`src/rtl/dmx_pkg.sv`:
```
package dmx_pkg;
  localparam int BANKS   = 2;
  localparam int DPB     = 4;
  localparam int ROWS    = 7;
  localparam int COLS    = 5;
  localparam int DIGITS  = BANKS * DPB;
  localparam int CYCLES  = BANKS * ROWS;
  localparam int COLW    = DPB * COLS;
  localparam int TICKW   = 4;
  localparam int CYCW    = $clog2(CYCLES);
  localparam int ROWW    = $clog2(ROWS);

  // on-time window length in ticks (of 15) per brightness code
  function automatic logic [TICKW-1:0] on_ticks(input logic [2:0] lvl);
    case (lvl)
      3'd0:    on_ticks = 4'd15;
      3'd1:    on_ticks = 4'd12;
      3'd2:    on_ticks = 4'd8;
      3'd3:    on_ticks = 4'd6;
      3'd4:    on_ticks = 4'd4;
      3'd5:    on_ticks = 4'd3;
      3'd6:    on_ticks = 4'd2;
      default: on_ticks = 4'd0;
    endcase
  endfunction
endpackage

```
`src/rtl/dmx_tick_gen.sv`:
```
module dmx_tick_gen #(
  parameter int TICK_DIV = 4,
  parameter int TB_W     = 12
) (
  input  logic clk,
  input  logic rst_n,
  input  logic clk_sel,
  input  logic ext_clk,
  output logic tick,
  output logic phase
);
  localparam int DW = (TICK_DIV > 1) ? $clog2(TICK_DIV) : 1;

  logic [DW-1:0]   div_q, div_d;
  logic [2:0]      ext_q, ext_d;
  logic [TB_W-1:0] tb_q, tb_d;
  logic            int_tick, ext_rise;

  always_comb begin
    int_tick = (div_q == DW'(TICK_DIV - 1));
    ext_rise = ext_q[1] & ~ext_q[2];
    tick     = clk_sel ? int_tick : ext_rise;
    div_d    = int_tick ? '0 : div_q + DW'(1);
    ext_d    = {ext_q[1:0], ext_clk};
    tb_d     = tick ? tb_q + TB_W'(1) : tb_q;
  end

  always_ff @(posedge clk or negedge rst_n) begin
    if (!rst_n) begin
      div_q <= '0;
      ext_q <= '0;
      tb_q  <= '0;
    end else begin
      div_q <= div_d;
      ext_q <= ext_d;
      tb_q  <= tb_d;
    end
  end

  assign phase = tb_q[TB_W-1];

  a_r10_int_gap: assert property (@(posedge clk) disable iff (!rst_n)
    (clk_sel && tick) |=> (!clk_sel || !tick));
  a_r10_ext_gap: assert property (@(posedge clk) disable iff (!rst_n)
    (!clk_sel && tick) |=> (clk_sel || !tick));
  a_r9_tb_step: assert property (@(posedge clk) disable iff (!rst_n)
    tick |=> (tb_q == $past(tb_q) + TB_W'(1)));
  a_r9_tb_hold: assert property (@(posedge clk) disable iff (!rst_n)
    !tick |=> $stable(tb_q));
endmodule

```
`src/rtl/dmx_scan_fetch.sv`:
```
module dmx_scan_fetch
  import dmx_pkg::*;
(
  input  logic              clk,
  input  logic              rst_n,
  input  logic              tick,
  output logic [2:0]        char_addr,
  input  logic [7:0]        char_data,
  output logic [6:0]        font_code,
  output logic [ROWW-1:0]   font_row,
  input  logic [COLS-1:0]   font_dots,
  output logic [6:0]        udc_addr,
  input  logic [COLS-1:0]   udc_dots,
  output logic [CYCW-1:0]   cyc,
  output logic [TICKW-1:0]  tcnt,
  output logic [COLW-1:0]   shown
);
  localparam logic [CYCW-1:0]  CYC_LAST  = CYCW'(CYCLES - 1);
  localparam logic [TICKW-1:0] TICK_LAST = '1;

  logic [CYCW-1:0]  cyc_q, cyc_d, nxt;
  logic [TICKW-1:0] tcnt_q, tcnt_d;
  logic [COLW-1:0]  shad_q, shad_d, shown_q, shown_d;
  logic             nbank, fetching, wrap;
  logic [ROWW-1:0]  nrow;
  logic [1:0]       fdig;
  logic [COLS-1:0]  dots;

  always_comb begin
    nxt       = (cyc_q == CYC_LAST) ? '0 : cyc_q + CYCW'(1);
    nbank     = (nxt >= CYCW'(ROWS));
    nrow      = nbank ? ROWW'(nxt - CYCW'(ROWS)) : ROWW'(nxt);
    fetching  = (tcnt_q >= TICKW'(1)) && (tcnt_q <= TICKW'(DPB));
    fdig      = 2'(tcnt_q - TICKW'(1));
    wrap      = tick && (tcnt_q == TICK_LAST);
    char_addr = {nbank, fdig};
    font_code = char_data[6:0];
    font_row  = nrow;
    udc_addr  = {char_data[3:0], nrow};
    dots      = char_data[7] ? udc_dots : font_dots;

    tcnt_d  = tick ? tcnt_q + TICKW'(1) : tcnt_q;
    cyc_d   = wrap ? nxt : cyc_q;
    shown_d = wrap ? shad_q : shown_q;
    shad_d  = shad_q;
    if (tick && fetching) shad_d[fdig*COLS +: COLS] = dots;
  end

  always_ff @(posedge clk or negedge rst_n) begin
    if (!rst_n) begin
      cyc_q   <= '0;
      tcnt_q  <= '0;
      shad_q  <= '0;
      shown_q <= '0;
    end else begin
      cyc_q   <= cyc_d;
      tcnt_q  <= tcnt_d;
      shad_q  <= shad_d;
      shown_q <= shown_d;
    end
  end

  assign cyc   = cyc_q;
  assign tcnt  = tcnt_q;
  assign shown = shown_q;

  a_r2_wrap: assert property (@(posedge clk) disable iff (!rst_n)
    (tick && tcnt_q == TICK_LAST && cyc_q == CYC_LAST) |=> (cyc_q == '0));
  a_r2_hold: assert property (@(posedge clk) disable iff (!rst_n)
    !tick |=> $stable(cyc_q));
  a_r4_load_edge: assert property (@(posedge clk) disable iff (!rst_n)
    !$stable(shown_q) |-> $past(tick && tcnt_q == TICK_LAST));
endmodule

```
`src/rtl/dmx_refresh.sv`:
```
module dmx_refresh
  import dmx_pkg::*;
#(
  parameter int TICK_DIV = 4,
  parameter int TB_W     = 12
) (
  input  logic        clk,
  input  logic        rst_n,
  input  logic        clk_sel,
  input  logic        ext_clk,
  input  logic [2:0]  bright,
  input  logic        flash_en,
  input  logic        blink,
  input  logic [7:0]  flash_bits,
  output logic [2:0]  char_addr,
  input  logic [7:0]  char_data,
  output logic [6:0]  font_code,
  output logic [2:0]  font_row,
  input  logic [4:0]  font_dots,
  output logic [6:0]  udc_addr,
  input  logic [4:0]  udc_dots,
  output logic [13:0] row_en,
  output logic [19:0] col_out
);
  logic [1:0]       rs_q;
  logic             rst_i_n, tick, phase, bank, win, dark_all;
  logic [CYCW-1:0]  cyc;
  logic [TICKW-1:0] tcnt;
  logic [COLW-1:0]  shown;

  // asynchronous assert, synchronous release
  always_ff @(posedge clk or negedge rst_n) begin
    if (!rst_n) rs_q <= '0;
    else        rs_q <= {rs_q[0], 1'b1};
  end
  assign rst_i_n = rs_q[1];

  dmx_tick_gen #(.TICK_DIV(TICK_DIV), .TB_W(TB_W)) u_tick (
    .clk(clk), .rst_n(rst_i_n), .clk_sel(clk_sel), .ext_clk(ext_clk),
    .tick(tick), .phase(phase));

  dmx_scan_fetch u_scan (
    .clk(clk), .rst_n(rst_i_n), .tick(tick),
    .char_addr(char_addr), .char_data(char_data),
    .font_code(font_code), .font_row(font_row), .font_dots(font_dots),
    .udc_addr(udc_addr), .udc_dots(udc_dots),
    .cyc(cyc), .tcnt(tcnt), .shown(shown));

  always_comb begin
    bank     = (cyc >= CYCW'(ROWS));
    win      = (tcnt != '0) && (tcnt <= on_ticks(bright));
    dark_all = blink && !phase;
    row_en   = 14'(1) << cyc;
  end

  for (genvar d = 0; d < DPB; d++) begin : g_dig
    localparam logic [1:0] DI = 2'(d);
    logic dig_dark;
    assign dig_dark = flash_en && flash_bits[{bank, DI}] && !phase;
    assign col_out[d*COLS +: COLS] =
      (win && !dark_all && !dig_dark) ? shown[d*COLS +: COLS] : '0;
  end

  a_r2_onehot: assert property (@(posedge clk) disable iff (!rst_i_n)
    $countones(row_en) == 1);
  a_r5_blank_on_row_change: assert property (@(posedge clk) disable iff (!rst_i_n)
    !$stable(row_en) |-> (col_out == '0));
  a_r8_blink_dark: assert property (@(posedge clk) disable iff (!rst_i_n)
    (blink && !phase) |-> (col_out == '0));
  a_r6_level7_off: assert property (@(posedge clk) disable iff (!rst_i_n)
    (bright == 3'd7) |-> (col_out == '0));
endmodule

```
`config.mk`:
```
export PLATFORM = sky130hd
export DESIGN_NAME = dmx_refresh
export DESIGN_NICKNAME = d
export VERILOG_FILES = /design/src/rtl/dmx_pkg.sv /design/src/rtl/dmx_tick_gen.sv /design/src/rtl/dmx_scan_fetch.sv /design/src/rtl/dmx_refresh.sv
export SDC_FILE = /design/constraint.sdc
export NUM_CORES = 1
export LEC_CHECK = 0
export CAP_MARGIN = 10
export CORE_ASPECT_RATIO = 0.9
export CORE_MARGIN = 5
export CORE_UTILIZATION = 63
export CTS_CLUSTER_DIAMETER = 40
export DETAILED_ROUTE_END_ITERATION = 16
export DONT_BUFFER_PORTS = 1
export PLACE_DENSITY = 0.79
export RECOVER_POWER = 100
export SYNTH_ARGS = -nofsm -noshare
export SYNTH_HDL_FRONTEND = slang
export SYNTH_SLANG_ARGS = --single-unit
```
`constraint.sdc`:
```
create_clock -name clk -period 2.7 [get_ports clk]
set_clock_uncertainty 0.15 [all_clocks]
set_input_delay 0.54 -clock clk [delete_from_list [all_inputs] [get_ports clk]]
set_output_delay 0.54 -clock clk [all_outputs]
set_load 0.005 [all_outputs]
```
# Word level (Yosys, flattened, before mapping)
# Cells that the tools add are included.
dict set report word_totals {
  reg_bits 67
  wordCells 84
}
dict set report op_classes {
  add_sub_neg 7
  n_mul 1
  magnitude_cmp 9
  eq_ne 9
  n_shift 3
  mux 19
  n_bitwise 2
  n_reduce_logical 26
}
# cell count
set op_table {}
lappend op_table {{$neg 5->34} 1}
lappend op_table {{$shift 5x34->20 const A} 1}
lappend op_table {{$shiftx 5x34->20} 1}
lappend op_table {{$pmux 4 s7} 1}
lappend op_table {{$mux 5} 5}
lappend op_table {{$bwmux 20} 1}
lappend op_table {{$logic_and 1x1->1} 18}
lappend op_table {{$lt 3x4->1 const B} 4}
lappend op_table {{$shl 1x4->14 const A} 1}
lappend op_table {{$add 12x1->12 const B} 1}
lappend op_table {{$eq 3x3->1 const B} 3}
lappend op_table {{$mux 1} 9}
lappend op_table {{$add 4x1->4 const B} 2}
lappend op_table {{$eq 4x4->1 const B} 2}
lappend op_table {{$ge 4x3->1 const B} 2}
lappend op_table {{$eq 3x2->1 const B} 2}
lappend op_table {{$logic_not 1->1} 6}
lappend op_table {{$mul 2x3->5 const B} 1}
lappend op_table {{$ge 4x1->1 const B} 1}
lappend op_table {{$le 4x3->1 const B} 1}
lappend op_table {{$le 4x4->1} 1}
lappend op_table {{$mux 4} 1}
lappend op_table {{$reduce_bool 4->1} 1}
lappend op_table {{$eq 3x1->1 const B} 1}
lappend op_table {{other kinds (9)} 9}

# Depth between registers and ports, before layout
# Gate-level depths: netlist of the first run.
dict set report depth {
  depth_word 8
  depth_mapped 9
  ltp_nobuf 7
}

# By module
# Synthesis of the first run repeated with hierarchy kept, for this count alone.
dict set report unflattened {
  cells_unflattened 387
  hier_area_um2 3789.9
}
# module n_inst cells_per_inst area_each_um2
set modules_own_cells {}
lappend modules_own_cells {dmx_scan_fetch 1 241 2383.5}
lappend modules_own_cells {dmx_refresh 1 94 715.7}
lappend modules_own_cells {dmx_tick_gen 1 52 690.7}

# Least setup slack after synthesis of the first run
# Ideal clock, no wire load.
dict set report synth_timing {
  path_kind {input-to-output}
  from {input bright[0]}
  to {output col_out[0]}
  arrival_time_ps 1995
  slack_ps 15
  stages 6
  path_cell_list {mux2_2 -> ha_1 -> a21oi_1 -> o221ai_1 -> a211oi_1 -> and2_1}
}
dict set report synth_between {
  elab_chain_len 7
  elab_cells_between_ends 13
}
# element line
set synth_rtl {}
lappend synth_rtl {{start, declared} dmx_refresh.sv:11} ;# input logic [2:0] bright,
lappend synth_rtl {{$eq 3x3->1 (tied with other cells)} dmx_pkg.sv:15} ;# case (lvl)
lappend synth_rtl {{$pmux 4 s7 (*)} dmx_pkg.sv:15}
lappend synth_rtl {{$le 4x4->1 (*)} dmx_refresh.sv:51} ;# win = (tcnt != '0) && (tcnt <= on_ticks(bright));
lappend synth_rtl {{$logic_and 1x1->1 (*)} dmx_refresh.sv:51}
lappend synth_rtl {{$logic_and 1x1->1 (*) (2 in series)} dmx_refresh.sv:61} ;# (win && !dark_all && !dig_dark) ? shown[d*COLS +: COLS] : '0;
lappend synth_rtl {{$mux 5 (*)} dmx_refresh.sv:61}
lappend synth_rtl {{end, declared} dmx_refresh.sv:23} ;# output logic [19:0] col_out
# Mark *: on every way between the ends. The rest lies on a longest branch, timed or not.

# Worst setup path in the final report of the first run
dict set report layout_timing {
  from {input bright[0]}
  to {output col_out[10]}
}
# Same word-level chain as after synthesis.

==> impl_metrics.env, run 1 <==
export IMPL_cts_tree="done"
export IMPL_dieArea_um2=7350
export IMPL_reg2reg_to="u_scan.shown[7]$_DFFE_PN0P_"
export IMPL_violations="setup timing"
export IMPL_stdcell_count=412
export IMPL_worstMarginPinSlew_ns=1.301
export IMPL_synthMuxAreaShare_pct=15.59
export IMPL_hold_violations=0
export IMPL_ir_drop_v=0.0005625
export IMPL_cap_violations=0
export IMPL_cts_buffers=9
export IMPL_overflow=0
export IMPL_synth_area_um2=3612
export IMPL_reg2reg_slack_ns=0.26
export IMPL_fin_util_pct=70.56
export IMPL_yosys_warnings=0
export IMPL_synthAdderAreaFrac_pct=4.849
export IMPL_rows=26
export IMPL_seqPwrFrac_pct=44.0
export IMPL_start_kind="primary input"
export IMPL_start_util_pct=64.18
export IMPL_num_io_pins=89
export IMPL_cts_root_buf="clkbuf_8"
export IMPL_p_clk_share_pct=23.7
export IMPL_period_share_pct=101.3
export IMPL_grt_busiest_layer="met2"
export IMPL_grt_first_pass_wirelength_um=11870
export IMPL_layout_commonest_cell="dfrtp_1"
export IMPL_p_int_mw=2.172
export IMPL_r2r_start="u_tick.div_q[0]$_DFF_PN0_"
export IMPL_synth_ff_type="dfrtp_1"
export IMPL_num_nets_final=386
export IMPL_ys_types=45
export IMPL_grt_use_met2_pct=32.31
export IMPL_syn_to_final_growth_pct=9.941
export IMPL_clk_latency_ns=0.33
export IMPL_drc=0
export IMPL_cp_end_kind="output pin"
export IMPL_leakage_nw=1.930
export IMPL_drt_iter0_markers=103
export IMPL_grt_max_degree=35
export IMPL_wirelength_um=7101
export IMPL_use_met3_pct=8.425
export IMPL_cp_max_fo=5
export IMPL_p_comb_share_pct=32.3
export IMPL_diodes=0
export IMPL_drv_slew=0
export IMPL_relSlewSlack_pct=13.27
export IMPL_reg2reg_depth=5
export IMPL_antenna_found_initial=0
export IMPL_ys_seq_area_share_pct=46.41
export IMPL_viasPerCell=5.774
export IMPL_synth_compound_area_share_pct=5.507
export IMPL_use_met1_pct=24.91
export IMPL_die_y_um=81.84
export IMPL_core_um2=5628
export IMPL_avgSynthCellArea_um2=10.91
export IMPL_synth_edff_count=0
export IMPL_final_layout_size_suffix_gt1_share_pct=29.82
export IMPL_min_period_ns=2.735
export IMPL_power_density_nw_per_um2=830.6
export IMPL_cts_htree_levels=3
export IMPL_grt_pass1_vias=2501
export IMPL_io_buffers=0
export IMPL_crit_required_ns=2.01
export IMPL_p_sw_mw=1.127
export IMPL_timing_fmax_mhz=365.7
export IMPL_whs_ns=0.08768
export IMPL_clk_pin_slew_worst_paths_ns=0.06
export IMPL_hpwl_um=5195
export IMPL_rsz0062_at_grt="true"
export IMPL_synth_top_family_by_area="simple AND/OR/NAND/NOR gates"
export IMPL_dpl_cell_count=394
export IMPL_critPathKind="primary input to output pin"
export IMPL_synth_nets=380
export IMPL_swShare_pct=34.16
export IMPL_arrival_ns=2.04
export IMPL_cp_startpoint="bright[0]"
export IMPL_total_power_mw=3.298
export IMPL_first_pass_iters=4
export IMPL_die_w_um=89.82
export IMPL_cts_sinks=67
export IMPL_ys_ff_latch=67
export IMPL_syn_inst=331
export IMPL_gp_congestion=0.7845
export IMPL_min_path_type="primary input to flip-flop"
export IMPL_grt_use_total_pct=20.11
export IMPL_post_drt_wl_per_cell_um=17.24
export IMPL_timing_final_ws_setup_ns=-0.03485
export IMPL_cts_buffer_depth=2
export IMPL_ys_async_sr_fraction_pct=100.0
export IMPL_final_antenna_net_count=0
export IMPL_outcome="finished with violations"
export IMPL_setup_viol=15
export IMPL_critical_path_endpoint="col_out[10]"
export IMPL_most_common_layout_cells="66 x dfrtp_1, 40 x mux2_2, 30 x nor2_1"
export IMPL_synthXorXnorAreaFrac_pct=4.122
export IMPL_vias=2379
export IMPL_yosys_area_share_simple_pct=17.73
registers in the layout, indices dropped and copies added (netlist names):
register       flops
rs_q               2
u_scan.cyc         4
u_scan.shad_q     20
u_scan.shown      20
u_scan.tcnt        4
u_tick.div_q       2
u_tick.ext_q       3
u_tick.tb_q       12
repair_timing:
item	CTS	global route
setup buffers	0	1
hold buffers	1	0
pin swaps	10	17
gates resized for setup	16	17
setup endpoints to repair	20	22
endpoints found under the hold margin	2	0
kinds of logic (layout without fill, tap and decap cells):
| kind of cell | after synthesis | after routing |
|---|---|---|
| AO/OA/AOI/OAI | 25 | 25 |
| XOR/XNOR | 17 | 17 |
| adder cells (fa/ha/maj) | 14 | 14 |
| buffers and inverters | 37 | 48 |
| flip-flops | 67 | 67 |
| multiplexers | 51 | 51 |
| other | 1 | 1 |
| AND/OR/NAND/NOR | 119 | 119 |
power by group through the flow:
stage,sequential (mW),clock (mW),combinational (mW)
after floorplan,1.42,0,0.736
after global placement,1.44,0,0.932
after detailed placement,1.45,0,0.972
after CTS,1.45,0.796,1.04
after global routing,1.48,0.849,1.19
final,1.45,0.783,1.07
critical path: stages:
cell and delay (ns):
xor2_4 0.17, xor2_1 0.14, ha_1 0.32, nand4_1 0.26, a211oi_2 0.28, buf_4 0.18
and2_4 0.14
Yosys cell counts (2+ instances only):
cell type	n	area share [%]
a211oi_1	4	0.83
a21oi_1	3	0.42
buf_4	15	3.1
nand3_1	4	0.55
nand3b_1	8	1.7
nor3_1	12	1.7
and2_1	22	3.8
nand4_1	5	0.87
buf_2	2	0.28
o31ai_1	2	0.42
nor2_1	29	3.0
clkbuf_1	6	0.62
buf_1	2	0.21
o221ai_1	2	0.49
nand2_1	19	2.0
ha_1	14	4.8
a31oi_1	2	0.35
xor2_1	9	2.2
nor2b_1	3	0.52
o21ai_0	5	0.69
inv_1	11	1.1
nand2b_1	2	0.35
nor3b_1	3	0.62
o32ai_1	2	0.49
and3_1	2	0.35
dfrtp_1	67	46
mux2_2	41	13
xnor2_1	8	1.9
mux2i_1	9	2.5
or3_1	3	0.52
layout make-up:
type | count | area (um^2)
Timing Repair Buffer | 21 | 135.1
Sequential cell | 67 | 1678
Inverter | 11 | 41.29
Tap cell | 70 | 87.58
Clock buffer | 15 | 186.4
Clock inverter | 1 | 5.005
Multi-Input combinational cell | 227 | 1838
Fill cell | 422 | 1657
worst min path at each step:
stage | endpoint | start | depth (start not counted) | slack, ns
floorplan | rs_q[0]$_DFF_PN0_ | rst_n | 0 | 0.09
global placement | rs_q[1]$_DFF_PN0_ | rst_n | 0 | 0.09
detailed placement | rs_q[0]$_DFF_PN0_ | rst_n | 0 | 0.09
CTS | u_tick.ext_q[0]$_DFF_PN0_ | ext_clk | 0 | 0.07
global route | u_tick.ext_q[0]$_DFF_PN0_ | ext_clk | 0 | 0.06
finish | u_tick.ext_q[0]$_DFF_PN0_ | ext_clk | 0 | 0.09
per-stage QoR:
stage | worst slack, ns | TNS, ns | area (um^2)
2_1_floorplan | 0.01464 | 0 | 3612
3_3_place_gp | -0.1053 | -1.772 | 3680
3_5_place_dp | -0.1663 | -2.744 | 3680
4_1_cts | -0.01996 | -0.1501 | 3955
5_1_grt | -0.06655 | -1.033 | 3971
6_report | -0.03485 | -0.2860 | 3971
routing by layer:
layer,routed length [um],vias to the layer above,part of all wire (%)
met5,0,-,0
met4,38,0,0.54
met3,514,4,7.2
met2,3357,68,47
met1,3190,1165,45
li1,-,1142,-
Note: power is estimated with default switching activity, not from simulation.
==> run 2, diff against run 1 <==
--- a/config.mk
+++ b/config.mk
@@ -5,14 +5,15 @@
 export SDC_FILE = /design/constraint.sdc
 export NUM_CORES = 1
 export LEC_CHECK = 0
+export ABC_AREA = 1
 export CAP_MARGIN = 10
 export CORE_ASPECT_RATIO = 0.9
 export CORE_MARGIN = 5
-export CORE_UTILIZATION = 63
+export CORE_UTILIZATION = 64
 export CTS_CLUSTER_DIAMETER = 40
 export DETAILED_ROUTE_END_ITERATION = 16
 export DONT_BUFFER_PORTS = 1
-export PLACE_DENSITY = 0.79
+export PLACE_DENSITY = 0.8
 export RECOVER_POWER = 100
 export SYNTH_ARGS = -nofsm -noshare
 export SYNTH_HDL_FRONTEND = slang
==> impl_metrics.env, run 2 <==
export IMPL_start_util_pct=66.91
export IMPL_total_power_mw=3.824
export IMPL_syn_to_final_growth_pct=4.222
export IMPL_ir_drop_v=0.0004712
export IMPL_synth_area_um2=3852
export IMPL_synth_edff_count=0
export IMPL_outcome="finished clean"
export IMPL_post_drt_wl_per_cell_um=13.37
export IMPL_timing_fmax_mhz=388.2
export IMPL_drv_slew=0
export IMPL_rsz0062_at_grt="false"
export IMPL_arrival_ns=1.89
export IMPL_cts_htree_levels=3
export IMPL_viasPerCell=5.246
export IMPL_synthTopCellsByArea="dfrtp_1 44%, nand2_1 11%, inv_1 6.7%"
export IMPL_cts_sinks=67
export IMPL_cts_tree="done"
export IMPL_drc=0
export IMPL_ys_ff_latch=67
export IMPL_synth_nets=534
export IMPL_synth_top_cells_by_count="115 x nand2_1, 69 x inv_1, 68 x nor2_1, 67 x dfrtp_1, 20 x nand3_1"
export IMPL_die_w_um=91.78
export IMPL_cap_violations=0
export IMPL_diodes=0
export IMPL_syn_inst=485
export IMPL_final_layout_size_suffix_gt1_share_pct=12.84
export IMPL_synth_top_area_share_pct=43.52
export IMPL_ys_seq_area_share_pct=43.52
export IMPL_reg2reg_depth=6
export IMPL_fin_area_um2=4015
export IMPL_die_y_um=83.61
export IMPL_dieArea_um2=7673
export IMPL_ys_async_sr_fraction_pct=100.0
export IMPL_grt_use_total_pct=20.40
export IMPL_power_density_nw_per_um2=952.4
export IMPL_synth_most_common_cell="nand2_1"
export IMPL_ys_types=34
export IMPL_core_um2=5758
export IMPL_cp_end_kind="output pin"
export IMPL_final_antenna_net_count=0
export IMPL_yosys_warnings=0
export IMPL_fin_util_pct=69.73
export IMPL_overflow=0
export IMPL_start_kind="flip-flop"
export IMPL_most_common_layout_cells="116 x nand2_1, 72 x inv_1, 66 x dfrtp_1"
export IMPL_num_nets_final=528
export IMPL_first_pass_iters=4
export IMPL_min_path_cells=0
export IMPL_synth_ff_type="dfrtp_1"
export IMPL_grt_first_pass_wirelength_um=12620
export IMPL_hold_violations=0
export IMPL_relSlewSlack_pct=6.382
export IMPL_period_share_pct=95.42
export IMPL_io_buffers=0
export IMPL_final_setup_tns_ns=0
export IMPL_synth_area_leader_cell="dfrtp_1"
export IMPL_critPathKind="flip-flop to output pin"
export IMPL_wirelength_um=7391
export IMPL_leakage_nw=2.147
export IMPL_grt_pass1_vias=2824
export IMPL_clk_latency_ns=0.33
export IMPL_vias=2901
export IMPL_cts_buffer_depth=2
export IMPL_gp_congestion=0.8551
export IMPL_drt_iter0_markers=143
export IMPL_num_io_pins=89
export IMPL_cts_root_buf="clkbuf_8"
export IMPL_crit_required_ns=2.01
export IMPL_clk_pin_slew_worst_paths_ns=0.07
export IMPL_antenna_found_initial=0
export IMPL_min_period_ns=2.576
export IMPL_cp_max_fo=12
export IMPL_place_area_um2=3794
export IMPL_rows=26
export IMPL_min_path_type="primary input to flip-flop"
export IMPL_avgSynthCellArea_um2=7.943
export IMPL_cts_buffers=9
export IMPL_setup_viol=0
export IMPL_grt_max_degree=38
export IMPL_hpwl_um=5687
export IMPL_layout_commonest_cell="nand2_1"
export IMPL_worstMarginPinSlew_ns=1.404
==> run 2: cell types whose count changed in the layout (fill, tap and decap cells not counted), sizes merged, moves of 21 or more <==
cell,change
nor2,+40
a21oi,+21
nand2,+99
inv,+62
mux2,-42
nand3,+25
o21ai,+25
and2,-23
==> run 2: report_power, final <==
group          internal, mW  total (mW)  switching (mW)  leakage [nW]
logic                 0.552        1.52           0.964          1.23
clock network         0.347       0.705           0.358        0.0839
registers              1.36        1.60           0.247         0.830
total                  2.26        3.82            1.57          2.15
==> run 2: cell type report <==
class                      count  area (um^2)
multi-input combinational    318         1738
inverter                      73        274.0
tap                           70        87.58
clock inverter                 5        30.03
sequential                    67         1678
clock buffer                  10        137.6
timing repair buffer          10        70.07
fill                         483         1743
==> run 2: per-layer routing <==
metal / vias to the layer above / routed length [um] / global-route usage [%]
met1: 1359 / 3209 / 25.03
met5: - / 0 / 0
met4: 0 / 89 / 6.613
met2: 69 / 3734 / 34.31
li1: 1463 / - / -
met3: 10 / 358 / 6.222
==> run 2: stage by stage <==
stage / worst slack, ns / hold WS (ns) / cells
after floorplan: 0.2176 / 0.09441 / 485
after global placement: 0.02743 / 0.09447 / 536
after detailed placement: -0.02128 / 0.09449 / 536
after CTS: 0.0005342 / 0.06620 / 552
after global routing: 0.007324 / 0.04950 / 553
final: 0.1237 / 0.08082 / 553
==> run 2: critical path, stage by stage, from the launching register on <==
cell     delay (ns)
dfrtp_1        0.58
inv_1          0.08
ha_1           0.37
or2_1          0.27
a21oi_1        0.26
==> run 2: final timing paths <==
check | from | to | slack, ns
worst max-delay path | u_scan.cyc[2]$_DFFE_PN0P_ | font_row[2] | 0.12
worst min-delay path | ext_clk | u_tick.ext_q[0]$_DFF_PN0_ | 0.08
worst max register to register | u_tick.div_q[0]$_DFF_PN0_ | u_scan.cyc[2]$_DFFE_PN0P_ | 0.40
worst min register to register | u_tick.ext_q[0]$_DFF_PN0_ | u_tick.ext_q[1]$_DFF_PN0_ | 0.21
max in group asynchronous | rs_q[1]$_DFF_PN0_ | u_scan.tcnt[1]$_DFFE_PN0P_ | 0.78
min in group asynchronous | rst_n | rs_q[0]$_DFF_PN0_ | 0.29
==> run 2: kinds of logic (layout without fill, tap and decap cells) <==
logic type	count (synthesis)	in the layout	share of synthesized area, %
xor+xnor	10	10	2.274
compound gates	57	57	9.646
flops	67	67	43.52
fa+ha+maj	14	14	4.547
other cells	1	1	0.09734
buf+inv	100	98	12.57
simple gates	236	236	27.35
==> run 2: what timing repair did <==
action | CTS | global route
endpoints found under the setup margin | 15 | 20
gates resized for setup | 4 | 26
hold endpoints to repair | 2 | 0
buffers inserted | 0 | 1
pin swaps | 1 | 3
hold buffers | 1 | 0
gates cloned | 0 | 0
